`src/rtl/wiper_step_pkg.sv`:
```
package wiper_step_pkg;
  typedef struct packed {
    logic load;
    logic inc;
    logic dec;
  } stepCtl_t;
endpackage

```
`src/rtl/wiper_step_ctrl.sv`:
```
module wiper_step_ctrl
  import wiper_step_pkg::*;
(
  input  logic     clk,
  input  logic     rstN,
  input  logic     enterStep,
  input  logic     sclIn,
  input  logic     sdaIn,
  output stepCtl_t ctl,
  output logic     stepActive,
  output logic     stepDone
);
  logic sclQ, sdaQ, activeQ, pendQ, dirQ, doneQ;
  logic sclRise, sclFall, busCond;

  assign sclRise = sclIn & ~sclQ;
  assign sclFall = ~sclIn & sclQ;
  // SDA moving while SCL is held high marks START or STOP
  assign busCond = sclIn & sclQ & (sdaIn ^ sdaQ);

  always_comb begin
    ctl.load = ~activeQ & enterStep;
    ctl.inc  = activeQ & sclFall & pendQ & dirQ;
    ctl.dec  = activeQ & sclFall & pendQ & ~dirQ;
  end

  always_ff @(posedge clk) begin
    if (!rstN) begin
      sclQ    <= 1'b1;
      sdaQ    <= 1'b1;
      activeQ <= 1'b0;
      pendQ   <= 1'b0;
      dirQ    <= 1'b0;
      doneQ   <= 1'b0;
    end else begin
      sclQ  <= sclIn;
      sdaQ  <= sdaIn;
      doneQ <= activeQ & busCond;
      if (!activeQ) begin
        activeQ <= enterStep;
        pendQ   <= 1'b0;
      end else if (busCond) begin
        activeQ <= 1'b0;
        pendQ   <= 1'b0;
      end else if (sclRise) begin
        pendQ <= 1'b1;
        dirQ  <= sdaIn;
      end else if (sclFall) begin
        pendQ <= 1'b0;
      end
    end
  end

  assign stepActive = activeQ;
  assign stepDone   = doneQ;
endmodule

```
`src/rtl/wiper_step_dp.sv`:
```
module wiper_step_dp
  import wiper_step_pkg::*;
#(
  parameter int WIDTH = 8
) (
  input  logic             clk,
  input  logic             rstN,
  input  stepCtl_t         ctl,
  input  logic [WIDTH-1:0] wiperCur,
  output logic [WIDTH-1:0] wiperNext,
  output logic             wiperWrite
);
  localparam logic [WIDTH-1:0] TOP = {WIDTH{1'b1}};
  localparam logic [WIDTH-1:0] BOT = '0;
  localparam logic [WIDTH-1:0] ONE = WIDTH'(1);

  logic [WIDTH-1:0] workQ;
  logic             writeQ;

  always_ff @(posedge clk) begin
    if (!rstN) begin
      workQ  <= BOT;
      writeQ <= 1'b0;
    end else begin
      writeQ <= ctl.inc | ctl.dec;
      if (ctl.load)
        workQ <= wiperCur;
      else if (ctl.inc && workQ != TOP)
        workQ <= workQ + ONE;
      else if (ctl.dec && workQ != BOT)
        workQ <= workQ - ONE;
    end
  end

  assign wiperNext  = workQ;
  assign wiperWrite = writeQ;
endmodule

```
`src/rtl/wiper_stepper.sv`:
```
module wiper_stepper
  import wiper_step_pkg::*;
#(
  parameter int WIDTH = 8
) (
  input  logic             clk,
  input  logic             rstN,
  input  logic             enterStep,
  input  logic             sclIn,
  input  logic             sdaIn,
  input  logic [WIDTH-1:0] wiperCur,
  output logic [WIDTH-1:0] wiperNext,
  output logic             wiperWrite,
  output logic             stepActive,
  output logic             stepDone
);
  stepCtl_t ctl;

  wiper_step_ctrl u_ctrl (
    .clk(clk), .rstN(rstN), .enterStep(enterStep), .sclIn(sclIn), .sdaIn(sdaIn),
    .ctl(ctl), .stepActive(stepActive), .stepDone(stepDone)
  );

  wiper_step_dp #(.WIDTH(WIDTH)) u_dp (
    .clk(clk), .rstN(rstN), .ctl(ctl), .wiperCur(wiperCur),
    .wiperNext(wiperNext), .wiperWrite(wiperWrite)
  );
endmodule

```
`config.mk`:
```
export PLATFORM = sky130hd
export DESIGN_NAME = wiper_stepper
export DESIGN_NICKNAME = d
export VERILOG_FILES = /design/src/rtl/wiper_step_pkg.sv /design/src/rtl/wiper_step_ctrl.sv /design/src/rtl/wiper_step_dp.sv /design/src/rtl/wiper_stepper.sv
export SDC_FILE = /design/constraint.sdc
export NUM_CORES = 1
export LEC_CHECK = 0
export BUFFER_PORTS_ARGS = -buffer_cell sky130_fd_sc_hd__clkbuf_2
export CAP_MARGIN = 10
export CORE_UTILIZATION = 56
export DETAILED_ROUTE_END_ITERATION = 7
export HOLD_SLACK_MARGIN = 0.02
export PLACE_DENSITY = 0.9
export REMOVE_ABC_BUFFERS = 1
export SETUP_SLACK_MARGIN = 0.4
export SYNTH_ARGS = -nofsm -noshare
export SYNTH_HDL_FRONTEND = slang
export SYNTH_SLANG_ARGS = --single-unit
```
`constraint.sdc`:
```
create_clock -name clk -period 4 [get_ports clk]
set_clock_uncertainty 0.2 [all_clocks]
set_input_delay 0 -clock clk [delete_from_list [all_inputs] [get_ports clk]]
set_output_delay 0 -clock clk [all_outputs]
set_load 0.005 [all_outputs]
```
After elaboration in Yosys (flattened, before gate mapping)
Index checks and enable logic that the tools add are counted.
{ "totals": {"reg_bits": 15, "input_bits": 13, "out_inout_bits": 11, "elab_cells": 43} }
{ "op_classes": {"addsub": 2, "eq_ne": 1, "muxes": 7, "bitwise_logic": 18, "n_reduce_logical": 7} }
{ "op_table": {"columns": ["cell", "n"], "rows": [
  ["$mux W8", 3],
  ["$and A1 B1 Y1", 10],
  ["$add A8 B1 Y8 const B", 1],
  ["$ne A8 B8 Y1 const B", 1],
  ["$reduce_bool A8 Y1", 1],
  ["$sub A8 B1 Y8 const B", 1],
  ["$not A1 Y1", 6],
  ["$mux W1", 4],
  ["$reduce_and A3 Y1", 1],
  ["$reduce_bool A3 Y1", 1],
  ["$reduce_or A3 Y1", 1],
  ["$logic_and A1 B1 Y1", 2],
  ["$reduce_bool A2 Y1", 1],
  ["$or A1 B1 Y1", 1],
  ["$xor A1 B1 Y1", 1]
]} }

Depth between registers and ports, before layout
{ "logic_depth": {"word_depth": 9, "ltp_mapped": 11, "mapped_depth_nobuf": 11} }

Cells and area by module
Synthesis repeated with hierarchy kept, for this count alone.
{ "unflattened": {"hier_cells": 109, "hier_area_um2": 993.5} }
{ "by_module_without_submodules": {"columns": ["mod", "n_inst", "cells_each", "area_per_inst_um2", "seq_area_each_um2"], "rows": [
  ["wiper_step_dp", 1, 80, 719.4, 180.2],
  ["wiper_step_ctrl", 1, 29, 274.0, 120.1]
]} }

Worst setup path before layout
Ideal clock, no wire load.
{ "synth_path": {"kind": "reg2reg", "from": "reg u_dp.workQ[0], in the netlist u_dp.wiperNext[0]", "to": "reg u_dp.workQ[7], in the netlist u_dp.wiperNext[7]", "setup_time_ns": 0.132, "arrival_ns": 2.480, "t_required_ns": 3.668, "setup_slack_ns": 1.188, "stages_incl_launch_ff": 9, "n_path_buf": 0, "synth_period_minus_slack_ns": 2.812, "path_cell_list": "dfxtp_1 -> nand4_1 -> o21ai_0 -> ha_1 -> a21o_1 -> a31o_2 -> nor2_1 -> and4_4 -> a2111oi_2"} }
{ "synth_via": {"elab_chain_len": 4, "word_cells_on_any_way": 10, "cone_classes": "2 x add/sub; 1 x eq/ne; 3 x mux; 4 x reduce/logical"} }
{ "synth_rtl": {"columns": ["item", "line_no", "rtl"], "rows": [
  ["start, declared", "wiper_step_dp.sv:17", "logic [WIDTH-1:0] workQ;"],
  ["start signal, assigned", "wiper_step_dp.sv:27", "workQ <= wiperCur;"],
  ["start signal, assigned", "wiper_step_dp.sv:29", "workQ <= workQ + ONE;"],
  ["start signal, assigned", "wiper_step_dp.sv:31", "workQ <= workQ - ONE;"],
  ["$sub A8 B1 Y8 / $ne A8 B8 Y1 (equally long branches)", "wiper_step_dp.sv:31, wiper_step_dp.sv:28", null],
  ["$mux W8 / $logic_and A1 B1 Y1 (equally long branches)", "wiper_step_dp.sv:30, wiper_step_dp.sv:28", null],
  ["$mux W8", "wiper_step_dp.sv:28", "else if (ctl.inc && workQ != TOP)"],
  ["$mux W8", "wiper_step_dp.sv:26", "if (ctl.load)"]
]} }
Parallel ways exist; a longest one is shown, timed or not. The select of a mux whose other input is x is not followed.
A chain may end at the register's enable or synchronous reset.

Worst setup path in the final report
{ "layout_path": {"from": "in sclIn", "to": "reg u_dp.workQ[3], in the netlist u_dp.wiperNext[3]"} }
{ "layout_via": {"elab_chain_len": 8, "word_cells_on_any_way": 11, "cone_classes": "2 x mux; 6 x bitwise; 3 x reduce/logical"} }
{ "layout_rtl": {"columns": ["item", "line_no", "rtl"], "rows": [
  ["start, declared", "wiper_stepper.sv:9", "input logic sclIn,"],
  ["$not A1 Y1 (*)", "wiper_step_ctrl.sv:17", "assign sclFall = ~sclIn & sclQ;"],
  ["$and A1 B1 Y1 (*)", "wiper_step_ctrl.sv:17", null],
  ["$and A1 B1 Y1 (*) (2 in a row)", "wiper_step_ctrl.sv:23, wiper_step_ctrl.sv:24", null],
  ["$and A1 B1 Y1", "wiper_step_ctrl.sv:23", "ctl.inc = activeQ & sclFall & pendQ & dirQ;"],
  ["$logic_and A1 B1 Y1", "wiper_step_dp.sv:28", null],
  ["$mux W8", "wiper_step_dp.sv:28", null],
  ["$mux W8", "wiper_step_dp.sv:26", null]
]} }
Every way passes the cells marked *; elsewhere a longest branch is shown, timed or not.

==> results by group <==
Worst setup path
  • Critical Path Sink Type: register
  • Maximum fanout along the worst path: 8
  • Worst r2r dst: u_dp.wiperNext[3]$_SDFFE_PN0P_
  • Startpoint types: input pin
  • WP data arrival: 3.47 ns
  • FF-to-FF path depth: 11
  • Crit Path Class: input pin to register
  • Worst Setup SP: sclIn
  • CP required: 4.03 ns
  • Capture point of the worst path: u_dp.wiperNext[3]$_SDFFE_PN0P_
  • R2r setup slk: 0.62 ns
  • Worst r2r src: u_ctrl.sclQ$_SDFF_PN1_

CTS
  • CTS tree: built
  • Clock root cell: clkbuf_4
  • CTS Buf Count: 3
  • Clock Path Buffers: 2
  • CTS Sinks: 15
  • Reg clk slew, reported paths: 0.09 ns
  • Latest clock arrival within the worst-skew pair: 0.29 ns
  • H-tree levels: 1

Flow run
  • Max-cap violation count: 0

GRT
  • Global-route wire length before repair: 5.35 mm
  • Initial antenna violation count: 0
  • Largest net degree at the start of global routing: 14
  • Vias in the first global route: 1090
  • Gr ovfl total: 0
  • GR Util All Layers: 38.8%

Die
  • Core Area: 1590 µm²
  • Die H: 44.5 µm
  • Initial Utilization: 63.3%
  • # IOs: 24
  • Die Area: 1980 µm²
  • Horiz. Die Dim: 44.5 µm
  • # rows: 14

Drt
  • Antenna viol nets, final: 0
  • Drt first-iter violations: 84
  • Per-cell routed wire length: 18.4 µm
  • Final wirelength: 3.34 mm
  • Vias: 1148
  • Detailed Routing Iterations Pass 1: 6
  • DRC errors left: 0
  • Vias per Instance: 6.34

Synth
  • Unique masters post-synth: 35
  • Sequential element share of the synthesized area: 29.7%
  • Post-Syn Area: 1010 µm²
  • Yosys warning total: 0
  • Seq cells post-synth: 15
  • Mapped Cells: 117
  • Mean Syn Cell Area: 8.63 µm²

STA
  • Final min period: 3.44 ns
  • Setup violators final: 0
  • Max-slew headroom: 54.2%
  • Final period util: 85.9%
  • Max Fclk: 291 MHz
  • Pins Over Slew Limit: 0
  • Setup TNS: 0 ns
  • Slew @ Worst Pin: 0.683 ns
  • RSZ-0062 raised after global routing: no
  • Final hold viol count: 0

Finish
  • Area delta synth->final: 31.1%
  • Post-Layout Cell Count: 181
  • Footprint of the multi-input gates: 669 µm²
  • Number of diodes: 0
  • Proportion of layout cells with a drive suffix above 1: 21.7%
  • Fillers: 100
  • Design area: 1320 µm²
  • Reg area: 300 µm²
  • Post-layout nets: 183

Placement
  • IO buf count: 23
  • DP HPWL: 2.00 mm
  • Global placer's final weighted congestion: 0.811
  • Cell Area, Placed: 1140 µm²
  • Placed insts: 161

Pwr
  • Peak supply drop: 0.197 mV
  • Static Leak: 0.576 nW
  • PwrDens: 294 nW/µm²

Status
  • Status: finished, final reports clean

Hold path
  • Worst hold-check path type: input pin to register
-- stage by stage --
step,util (%),power (mW),setup slack [ns],hold WS [ns]
after floorplan,-,0.245,1.19,-0.131
after global placement,71.4,0.274,0.996,0.0451
after detailed placement,71.4,0.281,0.824,0.0459
after CTS,83.0,0.380,0.529,0.0396
after global routing,83.0,0.408,0.459,0.0832
final,83.0,0.389,0.565,0.0440
-- synth_stat cells, drive strengths merged --
library cell,count,area share (%)
dfxtp,15,30
ha,11,14
nand3,11,5.5
a21oi,9,4.5
nor2,8,3.2
o21ai,8,4.0
nand2,7,2.6
a211oi,4,3.0
inv,4,1.5
xnor2,4,3.5
a21o,3,2.2
a31o,3,2.6
mux2i,3,3.0
nand4,3,1.9
nor3,3,1.5
xor2,3,2.6
buf,2,1.6
clkbuf,2,0.87
nand2b,2,1.2
or4,2,1.9
a2111oi,1,1.5
a2bb2oi,1,0.87
a31oi,1,0.62
and4,1,1.1
fa,1,2.0
nor2b,1,0.62
o2111ai,1,0.87
o211ai,1,0.74
o21bai,1,0.74
or3,1,0.62
-- critical path, stage by stage --
cell and delay, ns:
dlygate4sd3_1 0.54, clkbuf_2 0.14, inv_1 0.09, ha_1 0.17
nand3_1 0.15, nor2_1 0.24, o21ai_1 0.31, ha_1 0.46
a21oi_1 0.22, nand2_1 0.11, xor2_1 0.15, mux2i_1 0.09
a211oi_1 0.24, dlygate4sd3_1 0.57
-- placed cells by master, fill, tap and decap left out --
cell type / count
a2111oi_2: 1
a211oi_1: 4
a21o_1: 3
a21oi_1: 9
a2bb2oi_1: 1
a31o_2: 3
a31oi_1: 1
and4_4: 1
buf_4: 1
clkbuf_1: 1
clkbuf_2: 23
clkbuf_4: 3
dfxtp_1: 15
dlygate4sd3_1: 16
fa_1: 1
ha_1: 11
inv_1: 4
mux2i_1: 3
nand2_1: 7
nand2b_1: 2
nand3_1: 11
nand4_1: 3
nor2_1: 7
nor2_2: 1
nor2b_1: 1
nor3_1: 3
o2111ai_1: 1
o211ai_1: 1
o21ai_0: 6
o21ai_1: 2
o21bai_1: 1
or3_1: 1
or4_1: 1
or4_4: 1
xnor2_1: 4
xor2_1: 3
-- power by group --
| part | switching, mW | internal (mW) | leakage, nW |
|---|---|---|---|
| Combinational | 0.0657 | 0.0603 | 0.438 |
| Clock | 0.0506 | 0.0388 | 0.0150 |
| Sequential | 0.0154 | 0.159 | 0.123 |
-- metal layers --
layer / global-route usage [%] / vias up / part of all wire (%)
met5: 0 / - / 0
met4: 26.7 / 0 / 7.9
met3: 13.9 / 39 / 9.4
met2: 61.5 / 94 / 46
met1: 43.3 / 506 / 37
li1: - / 509 / -
-- how the worst min path moves through the flow --
stage	start	end	slack, ns	cells past startpoint
6_report	enterStep	u_ctrl.stepActive$_SDFF_PN0_	0.04	4
3_5_place_dp	sdaIn	u_ctrl.sdaQ$_SDFF_PN1_	0.05	2
5_1_grt	enterStep	u_ctrl.stepActive$_SDFF_PN0_	0.08	4
4_1_cts	enterStep	u_ctrl.stepActive$_SDFF_PN0_	0.04	4
3_3_place_gp	sdaIn	u_ctrl.sdaQ$_SDFF_PN1_	0.05	2
2_1_floorplan	rstN	u_ctrl.sclQ$_SDFF_PN1_	-0.13	1
-- timing repair --
item,CTS,global route
hold buffers,16,0
setup buffers,0,0
endpoints found under the hold margin,15,0
setup endpoints to repair,0,2
gates resized for setup,0,1
-- kinds of logic after synthesis --
kind of cell	Yosys count	synth area share (%)
AND/OR/NAND/NOR	39	20.1
flip-flops	15	29.7
XOR/XNOR	7	6.07
buffers and inverters	8	3.96
AO/OA/AOI/OAI	33	21.6
adder cells (fa/ha/maj)	12	15.6
multiplexers	3	2.97
-- sequential cells by signal, summed over array words and instances, names as in the netlist --
| register | flops |
|---|---|
| u_ctrl.pendQ | 1 |
| u_dp.wiperNext | 8 |
| u_ctrl.sdaQ | 1 |
| u_dp.wiperWrite | 1 |
| u_ctrl.stepDone | 1 |
| u_ctrl.stepActive | 1 |
| u_ctrl.sclQ | 1 |
| u_ctrl.dirQ | 1 |
-- final cells by class --
cell class	count	area share, %
inverter	4	1.13
multi-input combinational	94	50.6
tap	24	2.27
sequential	15	22.7
clock buffer	4	1.98
timing repair buffer	40	21.4
Power figures use the tool's default switching activity.
